`src/rtl/bsg_pkg.sv`:
```
package bsg_pkg;
  localparam int ST_W = 3;
  localparam int CT_W = 4;

  typedef enum logic [ST_W-1:0] {
    ST_T1   = 3'd0,
    ST_T2   = 3'd1,
    ST_T3   = 3'd2,
    ST_T4   = 3'd3,
    ST_T5   = 3'd4,
    ST_TW   = 3'd5,
    ST_HALT = 3'd6,
    ST_HOLD = 3'd7
  } tstate_e;

  localparam logic [CT_W-1:0] MC_FETCH = 4'd0;
  localparam logic [CT_W-1:0] MC_MRD   = 4'd1;
  localparam logic [CT_W-1:0] MC_MWR   = 4'd2;
  localparam logic [CT_W-1:0] MC_SRD   = 4'd3;
  localparam logic [CT_W-1:0] MC_SWR   = 4'd4;
  localparam logic [CT_W-1:0] MC_IN    = 4'd5;
  localparam logic [CT_W-1:0] MC_OUT   = 4'd6;
  localparam logic [CT_W-1:0] MC_INTA  = 4'd7;
  localparam logic [CT_W-1:0] MC_HALT  = 4'd8;
  localparam logic [CT_W-1:0] MC_HALTI = 4'd9;

  function automatic logic mc_reads(input logic [CT_W-1:0] c);
    case (c)
      MC_FETCH, MC_MRD, MC_SRD, MC_INTA: return 1'b1;
      default:                           return 1'b0;
    endcase
  endfunction

  function automatic logic mc_writes(input logic [CT_W-1:0] c);
    case (c)
      MC_MWR, MC_SWR, MC_OUT: return 1'b1;
      default:                return 1'b0;
    endcase
  endfunction

  function automatic logic st_parked(input tstate_e s);
    return (s == ST_HALT) || (s == ST_HOLD);
  endfunction
endpackage

```
`src/rtl/bsg_cycle_latch.sv`:
```
module bsg_cycle_latch
  import bsg_pkg::*;
(
  input  logic            clk,
  input  logic            rst_n,
  input  logic            ph1_en,
  input  tstate_e         tstate,
  input  logic [CT_W-1:0] mc_type,
  output logic            rd_cyc,
  output logic            wr_cyc
);
  logic capture;
  assign capture = ph1_en && (tstate == ST_T1);

  always_ff @(posedge clk or negedge rst_n) begin
    if (!rst_n) begin
      rd_cyc <= 1'b0;
      wr_cyc <= 1'b0;
    end else if (capture) begin
      rd_cyc <= mc_reads(mc_type);
      wr_cyc <= mc_writes(mc_type);
    end
  end

  // the class of the cycle is fixed between T1 phase-1 captures
  a_r3_class_held: assert property (@(posedge clk) disable iff (!rst_n)
    !capture |=> ($stable(rd_cyc) && $stable(wr_cyc)));
endmodule

```
`src/rtl/bsg_sync_gen.sv`:
```
module bsg_sync_gen
  import bsg_pkg::*;
(
  input  logic    clk,
  input  logic    rst_n,
  input  logic    ph1_en,
  input  tstate_e tstate,
  output logic    sync
);
  always_ff @(posedge clk or negedge rst_n) begin
    if (!rst_n)                sync <= 1'b0;
    else if (st_parked(tstate)) sync <= 1'b0;
    else if (ph1_en)           sync <= (tstate == ST_T1);
  end

  a_r2_sync_rise: assert property (@(posedge clk) disable iff (!rst_n)
    $rose(sync) |-> ($past(ph1_en) && $past(tstate) == ST_T1));

  a_r12_sync_edge: assert property (@(posedge clk) disable iff (!rst_n)
    !$stable(sync) |-> ($past(ph1_en) || st_parked($past(tstate))));
endmodule

```
`src/rtl/bsg_read_gen.sv`:
```
module bsg_read_gen
  import bsg_pkg::*;
(
  input  logic    clk,
  input  logic    rst_n,
  input  logic    ph2_en,
  input  tstate_e tstate,
  input  logic    rd_cyc,
  output logic    dbin
);
  always_ff @(posedge clk or negedge rst_n) begin
    if (!rst_n)                 dbin <= 1'b0;
    else if (st_parked(tstate)) dbin <= 1'b0;
    else if (ph2_en) begin
      if (tstate == ST_T2 && rd_cyc) dbin <= 1'b1;
      else if (tstate == ST_T3)       dbin <= 1'b0;
    end
  end

  a_r5_dbin_rise: assert property (@(posedge clk) disable iff (!rst_n)
    $rose(dbin) |-> ($past(ph2_en) && $past(tstate) == ST_T2));

  a_r4_dbin_kind: assert property (@(posedge clk) disable iff (!rst_n)
    $rose(dbin) |-> $past(rd_cyc));

  a_r5_dbin_fall: assert property (@(posedge clk) disable iff (!rst_n)
    $fell(dbin) |-> (($past(ph2_en) && $past(tstate) == ST_T3) ||
                     st_parked($past(tstate))));

  // a wait state never ends the read window
  a_r6_wait_holds: assert property (@(posedge clk) disable iff (!rst_n)
    (dbin && tstate == ST_TW) |=> dbin);
endmodule

```
`src/rtl/bsg_write_gen.sv`:
```
module bsg_write_gen
  import bsg_pkg::*;
(
  input  logic    clk,
  input  logic    rst_n,
  input  logic    ph1_en,
  input  tstate_e tstate,
  input  logic    wr_cyc,
  output logic    wr_n
);
  logic in_window;
  assign in_window = (tstate == ST_TW) || (tstate == ST_T3);

  always_ff @(posedge clk or negedge rst_n) begin
    if (!rst_n)                 wr_n <= 1'b1;
    else if (st_parked(tstate)) wr_n <= 1'b1;
    else if (ph1_en)            wr_n <= !(wr_cyc && in_window);
  end

  a_r8_wr_fall: assert property (@(posedge clk) disable iff (!rst_n)
    $fell(wr_n) |-> ($past(ph1_en) &&
                     ($past(tstate) == ST_TW || $past(tstate) == ST_T3)));

  a_r7_wr_kind: assert property (@(posedge clk) disable iff (!rst_n)
    $fell(wr_n) |-> $past(wr_cyc));

  a_r12_wr_edge: assert property (@(posedge clk) disable iff (!rst_n)
    !$stable(wr_n) |-> ($past(ph1_en) || st_parked($past(tstate))));
endmodule

```
`src/rtl/bus_strobe_gen.sv`:
```
module bus_strobe_gen
  import bsg_pkg::*;
#(
  parameter int STATE_W = ST_W,
  parameter int TYPE_W  = CT_W
) (
  input  logic               clk,
  input  logic               rst_n,
  input  logic               ph1_en,
  input  logic               ph2_en,
  input  logic [STATE_W-1:0] tstate,
  input  logic [TYPE_W-1:0]  mc_type,
  output logic               sync,
  output logic               dbin,
  output logic               wr_n
);
  tstate_e st;
  logic    rd_cyc;
  logic    wr_cyc;

  assign st = tstate_e'(tstate[ST_W-1:0]);

  bsg_cycle_latch u_latch (
    .clk     (clk),
    .rst_n   (rst_n),
    .ph1_en  (ph1_en),
    .tstate  (st),
    .mc_type (mc_type[CT_W-1:0]),
    .rd_cyc  (rd_cyc),
    .wr_cyc  (wr_cyc)
  );

  bsg_sync_gen u_sync (
    .clk    (clk),
    .rst_n  (rst_n),
    .ph1_en (ph1_en),
    .tstate (st),
    .sync   (sync)
  );

  bsg_read_gen u_read (
    .clk    (clk),
    .rst_n  (rst_n),
    .ph2_en (ph2_en),
    .tstate (st),
    .rd_cyc (rd_cyc),
    .dbin   (dbin)
  );

  bsg_write_gen u_write (
    .clk    (clk),
    .rst_n  (rst_n),
    .ph1_en (ph1_en),
    .tstate (st),
    .wr_cyc (wr_cyc),
    .wr_n   (wr_n)
  );

  a_r10_parked_quiet: assert property (@(posedge clk) disable iff (!rst_n)
    st_parked(st) |=> (!sync && !dbin && wr_n));

  // a cycle never both reads and writes
  a_r7_no_overlap: assert property (@(posedge clk) disable iff (!rst_n)
    !(dbin && !wr_n));

  always_comb begin
    if (!rst_n) a_r1_reset_idle: assert (!sync && !dbin && wr_n || $time == 0);
  end
endmodule

```
`config.mk`:
```
export PLATFORM = sky130hd
export DESIGN_NAME = bus_strobe_gen
export DESIGN_NICKNAME = d
export VERILOG_FILES = /design/src/rtl/bsg_pkg.sv /design/src/rtl/bsg_cycle_latch.sv /design/src/rtl/bsg_sync_gen.sv /design/src/rtl/bsg_read_gen.sv /design/src/rtl/bsg_write_gen.sv /design/src/rtl/bus_strobe_gen.sv
export SDC_FILE = /design/constraint.sdc
export NUM_CORES = 1
export LEC_CHECK = 0
export BUFFER_PORTS_ARGS = -buffer_cell sky130_fd_sc_hd__buf_4
export CORE_AREA = 2 2 39 41
export DETAILED_ROUTE_END_ITERATION = 6
export DIE_AREA = 0 0 41 43
export PLACE_DENSITY = 0.52
export SLEW_MARGIN = 20
export SYNTH_ARGS = -nofsm -noshare
export SYNTH_HDL_FRONTEND = slang
export SYNTH_SLANG_ARGS = --single-unit
```
`constraint.sdc`:
```
create_clock -name clk -period 1.7 [get_ports clk]
set_input_delay 0.085 -clock clk [delete_from_list [all_inputs] [get_ports clk]]
set_output_delay 0.085 -clock clk [all_outputs]
set_load 0.05 [all_outputs]
```
==> results of run 1 <==
-- area by class of cell --
cell class,instances,share of cell area
Sequential cell,5,0.295
Tap cell,16,0.0468
Inverter,2,0.0175
Clock buffer,4,0.0614
Timing Repair Buffer,14,0.251
Multi-Input combinational cell,19,0.327
-- path summary, 6_finish.rpt --
kind                           startpoint        endpoint  slack (ns)
hold / removal                 mc_type[3]  u_latch.wr_cyc        0.04
max in group asynchronous           rst_n    u_write.wr_n        1.33
setup reg to reg             u_write.wr_n    u_write.wr_n        0.74
setup / recovery             u_write.wr_n            wr_n        0.66
min in group asynchronous           rst_n  u_latch.rd_cyc        0.18
hold reg to reg            u_latch.rd_cyc  u_latch.rd_cyc        0.49
-- power groups by stage --
stage	registers [µW]	logic (µW)	clock network, µW
global route	140	89.4	152
finish	139	83.0	137
CTS	139	83.6	143
detailed placement	141	81.5	0
global placement	140	82.0	0
floorplan	158	23.8	0
-- worst reg2reg max path, stage by stage, from the launching register on --
cell and delay [ns]:
dfstp_2 0.53, nor2_1 0.05, a41oi_1 0.15, o22a_2 0.17
-- kinds of logic (layout without fill, tap and decap cells) --
kind of cell           count (synthesis)  count (layout)
AOI/OAI and AO/OA                     10              10
buffers and inverters                  2              20
DFF                                    5               5
and+or+nand+nor                        9               9
-- stage by stage --
stage               instances   util  power, µW  hold slack (ns)
finish                     60  0.309        359           0.0362
global route               60  0.309        381           0.0343
CTS                        60  0.309        365           0.0338
detailed placement         55  0.283        222           -0.107
global placement           55  0.283        222           -0.105
floorplan                  26      -        182           -0.211
-- placed cells by master, fill, tap and decap left out --
cell type and instances:
clkbuf_4 3, dfrtp_1 4, or4b_4 1, dfstp_2 1
clkbuf_1 1, nand2b_1 1, a21oi_1 3, or3b_2 1
o22a_2 1, dlygate4sd3_1 1, nand4b_1 1, o21bai_1 1
or2_2 1, o31ai_1 1, a41oi_1 2, o41ai_2 1
inv_1 2, nand2_1 2, a211oi_1 1, buf_4 13
nor2_1 2
-- what timing repair did --
item | CTS | global route
hold buffers | 1 | 0
hold endpoints to repair | 5 | 0
endpoints found under the setup margin | 0 | 0
-- routing by layer --
metal,global-route usage,vias to the layer above,routed length [µm]
met2,0.100,16,216
met4,0.100,0,21
li1,-,136,-
met1,0.115,120,315
met5,0,-,0
met3,0.0314,2,75
-- registers in the layout, indices dropped and copies added (netlist names) --
register and count:
u_latch.rd_cyc 1, u_latch.wr_cyc 1, u_sync.sync 1, u_write.wr_n 1, u_read.dbin 1
==> out/qor.yml, run 1 <==
die_h_um: 43
setup_viol: 0
layout_setup_ws_ns: 0.656
finalHoldViolCount: 0
core_area_um2: 1380
async_flop_share: 1.00
fillers: 147
cts_tree: "done"
insertion_delay_ns: 0.24
postRouteAntennaNets: 0
port_buffers: 13
leakagePower_uw: 0.000192
crit_slowest_cell: "dfstp_2"
synth_top_family_by_area: "compound AO/OA/AOI/OAI gates"
clock_path_buffers: 2
row_count: 14
vias_per_cell: 4.57
crit_path_max_incr_delay_ns: 0.53
power_switching_uw: 100
drt_iter0_drc: 3
grt_max_degree: 7
wl_per_cell_um: 10.5
grt_first_pass_wirelength_um: 993
multi_input_area_um2: 140
synth_nets: 37
synthTopCellsByCount: "4 x dfrtp_1, 3 x a21oi_1"
synth_fa_ha_area_frac: 0
drv_cap: 0
synthDistinctLibCells: 17
synth_compound_area_frac: 0.297
ys_top_cells_by_area: "dfrtp_1 37%, dfstp_2 9.6%, a41oi_1 6.4%"
fin_skew_ns: 0.000414
seq_area_um2: 126
p_clk_frac: 0.382
fmax_mhz: 957
finalCriticalPeriod_ns: 1.04
wl_um: 628
synthXorXnorAreaFrac: 0
cp_top_family: "flip-flops"
hpwl_um: 491
crit_cells: 1
cts_buffers: 3
seq_power_share: 0.387
crit_chain: "buf_4"
path_buf_inv: 1
ys_seq_area_frac: 0.461
yosysTopAreaCell: "dfrtp_1"
worstRegToRegCells: 3
hold_class: "input port to flop"
grt_overflow_total: 0
grt_setup_unrepaired: "no"
max-slew-margin-rel: 0.855
dr.pass1.iters: 2
synth_cells: 26
h-tree-depth: 1
fin_tns_setup_ns: 0
p_int_uw: 259
timing.final.crit_share: 0.614
vdd_ir_drop_max_uv: 270
drive_gt1_frac: 0.500
dpl-instance-area_um2: 392
crit_type: "flop to primary output"
cp_data_required_time_ns: 1.62
num_io_pins: 14
netSwitchingFraction: 0.279
hold_depth: 2
yosys.area_share.simple: 0.215
clockRootBuffer: "clkbuf_4"
cts_setup_buffers: 0
p_per_area_nw_per_um2: 840
nets: 56
synth_area_per_cell_um2: 10.5
start_util: 0.198
dp_slack_ns: 0.528
synth_flop_cell: "dfrtp_1"
area_growth_pct: 56.2
tightest_slew_ns: 0.216
die-area_um2: 1760
clock_sinks: 5
outcome: "complete, no violations"
vias: 274
synth-edff-count: 0
drc: 0
diodes: 0
pwr-share-comb: 0.231
synth-seq-cells: 5
finalMaxSlewViolations: 0
synth_warnings: 0
grt_use_total: 0.0889
path_max_fanout: 2
cp-start-kind: "flop"
path_clk_slew_ns: 0.04
grt_pass1_vias: 261
end_kind: "primary output"
die_x_um: 41
antenna_found_initial: 0
synth_top_area_frac: 0.365
arrival_ns: 0.96
post_cts_resized: 0
synth_mux_area_frac: 0
yosysMostFrequentCell: "dfrtp_1"
design_area_um2: 428
finalWeightedCongestion: 0.660
synth_area_um2: 274
Note: power is estimated with default switching activity, not from simulation.
==> run 2: changes to the inputs <==
--- a/config.mk
+++ b/config.mk
@@ -5,6 +5,7 @@
 export SDC_FILE = /design/constraint.sdc
 export NUM_CORES = 1
 export LEC_CHECK = 0
+export ABC_AREA = 1
 export BUFFER_PORTS_ARGS = -buffer_cell sky130_fd_sc_hd__buf_4
 export CORE_AREA = 2 2 39 41
 export DETAILED_ROUTE_END_ITERATION = 6
==> constraint.sdc (replaced) <==
create_clock -name clk -period 1.01 [get_ports clk]
set_input_delay 0.0505 -clock clk [delete_from_list [all_inputs] [get_ports clk]]
set_output_delay 0.0505 -clock clk [all_outputs]
set_load 0.05 [all_outputs]
==> out/qor.yml, run 2 <==
start_util: 0.205  # was 0.198
synthTopCellsByCount: "17 x nand2_1, 8 x inv_1, 4 x dfrtp_1, 4 x nand3_1, 3 x o21ai_1"  # was 4 x dfrtp_1, 3 x a21oi_1
drv_cap: 0  # unchanged
drt_iter0_drc: 0  # was 3
synth_compound_area_frac: 0.0529  # was 0.297
yosysMostFrequentCell: "nand2_1"  # was dfrtp_1
grt_use_total: 0.0890  # was 0.0889
crit_path_max_incr_delay_ns: 0.53  # about the same
async_flop_share: 1.00  # unchanged
path_clk_slew_ns: 0.04  # about the same
finalHoldViolCount: 0  # unchanged
grt_use_met2: 0.119  # was 0.100
die_h_um: 43  # unchanged
ys_top_cells_by_area: "dfrtp_1 35%, nand2_1 22%, inv_1 11%"  # was dfrtp_1 37%, dfstp_2 9.6%, a41oi_1 6.4%
clock_path_buffers: 2  # unchanged
p_per_area_nw_per_um2: 1370  # was 840 nW/µm²
synth_nets: 53  # was 37
cts_setup_buffers: 0  # unchanged
cp_data_required_time_ns: 0.96  # was 1.62 ns
crit_type: "flop to primary output"  # unchanged
hold_depth: 4  # was 2
grt_busiest_layer: "met2"  # was met1
finalMaxSlewViolations: 0  # unchanged
max-slew-margin-rel: 0.897  # was 0.855
finalCriticalPeriod_ns: 0.982
postLayoutCoreUtil: 0.319  # was 0.309
grt_max_degree: 6  # was 7
yosys.area_share.simple: 0.396  # was 0.215
postRouteAntennaNets: 0  # unchanged
layout_common_cells: "17 x nand2_1, 12 x buf_4, 8 x inv_1"  # was 13 x buf_4, 4 x dfrtp_1, 3 x a21oi_1, 3 x clkbuf_4
wl_per_cell_um: 7.86  # was 10.5 µm
synth_top_family_by_area: "simple AND/OR/NAND/NOR gates"  # was compound AO/OA/AOI/OAI gates
clock_sinks: 5  # unchanged
insertion_delay_ns: 0.24  # about the same
synth_warnings: 0  # unchanged
synth-edff-count: 0  # unchanged
path_buf_inv: 1  # unchanged
synth_fa_ha_area_frac: 0  # unchanged
crit_slowest_cell: "dfstp_2"  # unchanged
ys_seq_area_frac: 0.445  # was 0.461
fin_skew_ns: 0.000113  # was 0.000414 ns
synth_top_area_frac: 0.352  # was 0.365
num_io_pins: 14  # unchanged
nets: 72  # was 56
drc: 0  # unchanged
dr.pass1.iters: 1  # was 2
yosysTopAreaCell: "dfrtp_1"  # unchanged
fmax_mhz: 1020
synth_area_per_cell_um2: 6.76  # was 10.5 µm²
core_area_um2: 1380  # unchanged
die_x_um: 41  # unchanged
fin_tns_setup_ns: 0  # unchanged
path_max_fanout: 2  # unchanged
grt_setup_unrepaired: "no"  # unchanged
finalWeightedCongestion: 0.600  # was 0.660
synth-seq-cells: 5  # unchanged
tightest_slew_ns: 0.153  # was 0.216 ns
cts_tree: "done"  # unchanged
cp_top_family: "flip-flops"  # unchanged
worstRegToRegCells: 2  # was 3
die-area_um2: 1760  # unchanged
synth_flop_cell: "dfrtp_1"  # unchanged
crit_chain: "buf_6"  # was buf_4
synth_mux_area_frac: 0  # unchanged
vdd_ir_drop_max_uv: 428  # was 270 µV
arrival_ns: 0.93  # was 0.96 ns
area_growth_pct: 55.5  # was 56.2%
synthXorXnorAreaFrac: 0  # unchanged
timing.final.crit_share: 0.972
synth_cells: 42  # was 26
cp-start-kind: "flop"  # unchanged
vias: 299  # was 274
synth_area_um2: 284  # was 274 µm²
cts_buffers: 3  # unchanged
drive_gt1_frac: 0.317  # was 0.500
grtUsageMet3: 0.0314  # unchanged
grt_overflow_total: 0  # unchanged
h-tree-depth: 1  # unchanged
row_count: 14  # unchanged
end_kind: "primary output"  # unchanged
diodes: 0  # unchanged
port_buffers: 13  # unchanged
hold_class: "input port to flop"  # unchanged
hpwl_um: 502  # was 491 µm
vias_per_cell: 3.93  # was 4.57
wl_um: 597  # was 628 µm
synthDistinctLibCells: 10  # was 17
grt_first_pass_wirelength_um: 1000  # was 993 µm
clockRootBuffer: "clkbuf_4"  # unchanged
grt_pass1_vias: 268  # was 261
leakagePower_uw: 0.000257  # was 0.000192 µW
crit_cells: 1  # unchanged
outcome: "complete, no violations"  # unchanged
setup_viol: 0  # unchanged
met1_usage: 0.105  # was 0.115
final_common_cell: "nand2_1"  # was buf_4
antenna_found_initial: 0  # unchanged
-- run 2: cell type report --
class | instances | area, µm²
multi-input combinational | 29 | 128
inverter | 8 | 30.0
tap | 16 | 20.0
fill | 163 | 942
timing repair buffer | 14 | 111
sequential | 5 | 126
clock buffer | 4 | 26.3
-- run 2: through the flow --
stage	setup WS, ns	hold slack, ns	cell area (µm²)	total power (µW)	instances
4_1_cts	0.0179	0.0527	442	616	76
3_5_place_dp	0.256	-0.146	402	371	71
3_3_place_gp	0.268	-0.146	402	369	71
6_report	0.0283	0.0538	442	606	76
5_1_grt	0.0141	0.0821	442	644	76
2_1_floorplan	0.111	-0.245	284	308	42
-- run 2: routing by layer --
layer	wire length [µm]	vias to the layer above
met4	18	0
met1	233	123
met3	52	2
met2	292	11
li1	-	163
met5	0	-
-- run 2: final timing paths --
kind,end,slack (ns),from
hold reg to reg,u_read.dbin,0.48,u_read.dbin
min in group asynchronous,u_sync.sync,0.14,rst_n
hold / removal,u_latch.rd_cyc,0.05,mc_type[3]
max in group asynchronous,u_write.wr_n,0.67,rst_n
setup / recovery,wr_n,0.03,u_write.wr_n
setup reg to reg,u_write.wr_n,0.27,u_write.wr_n
-- run 2: logic make-up (layout without fill, tap and decap cells) --
| kind of cell | count (synthesis) | in the layout |
|---|---|---|
| AND/OR/NAND/NOR | 26 | 26 |
| buffers and inverters | 8 | 26 |
| flip-flops | 5 | 5 |
| AO/OA/AOI/OAI | 3 | 3 |
-- run 2: report_power, final --
part           leakage (µW)  internal (µW)  switching (µW)
sequential        0.0000646            223            10.1
combinational      0.000177           61.6            76.8
clock             0.0000150            150            85.1
total              0.000257            434             172
-- run 2: timing repair --
item / 4_1_cts / 5_1_grt
gates resized for setup: 1 / 0
endpoints found under the setup margin: 1 / 0
endpoints found under the hold margin: 5 / 0
hold buffers: 1 / 0
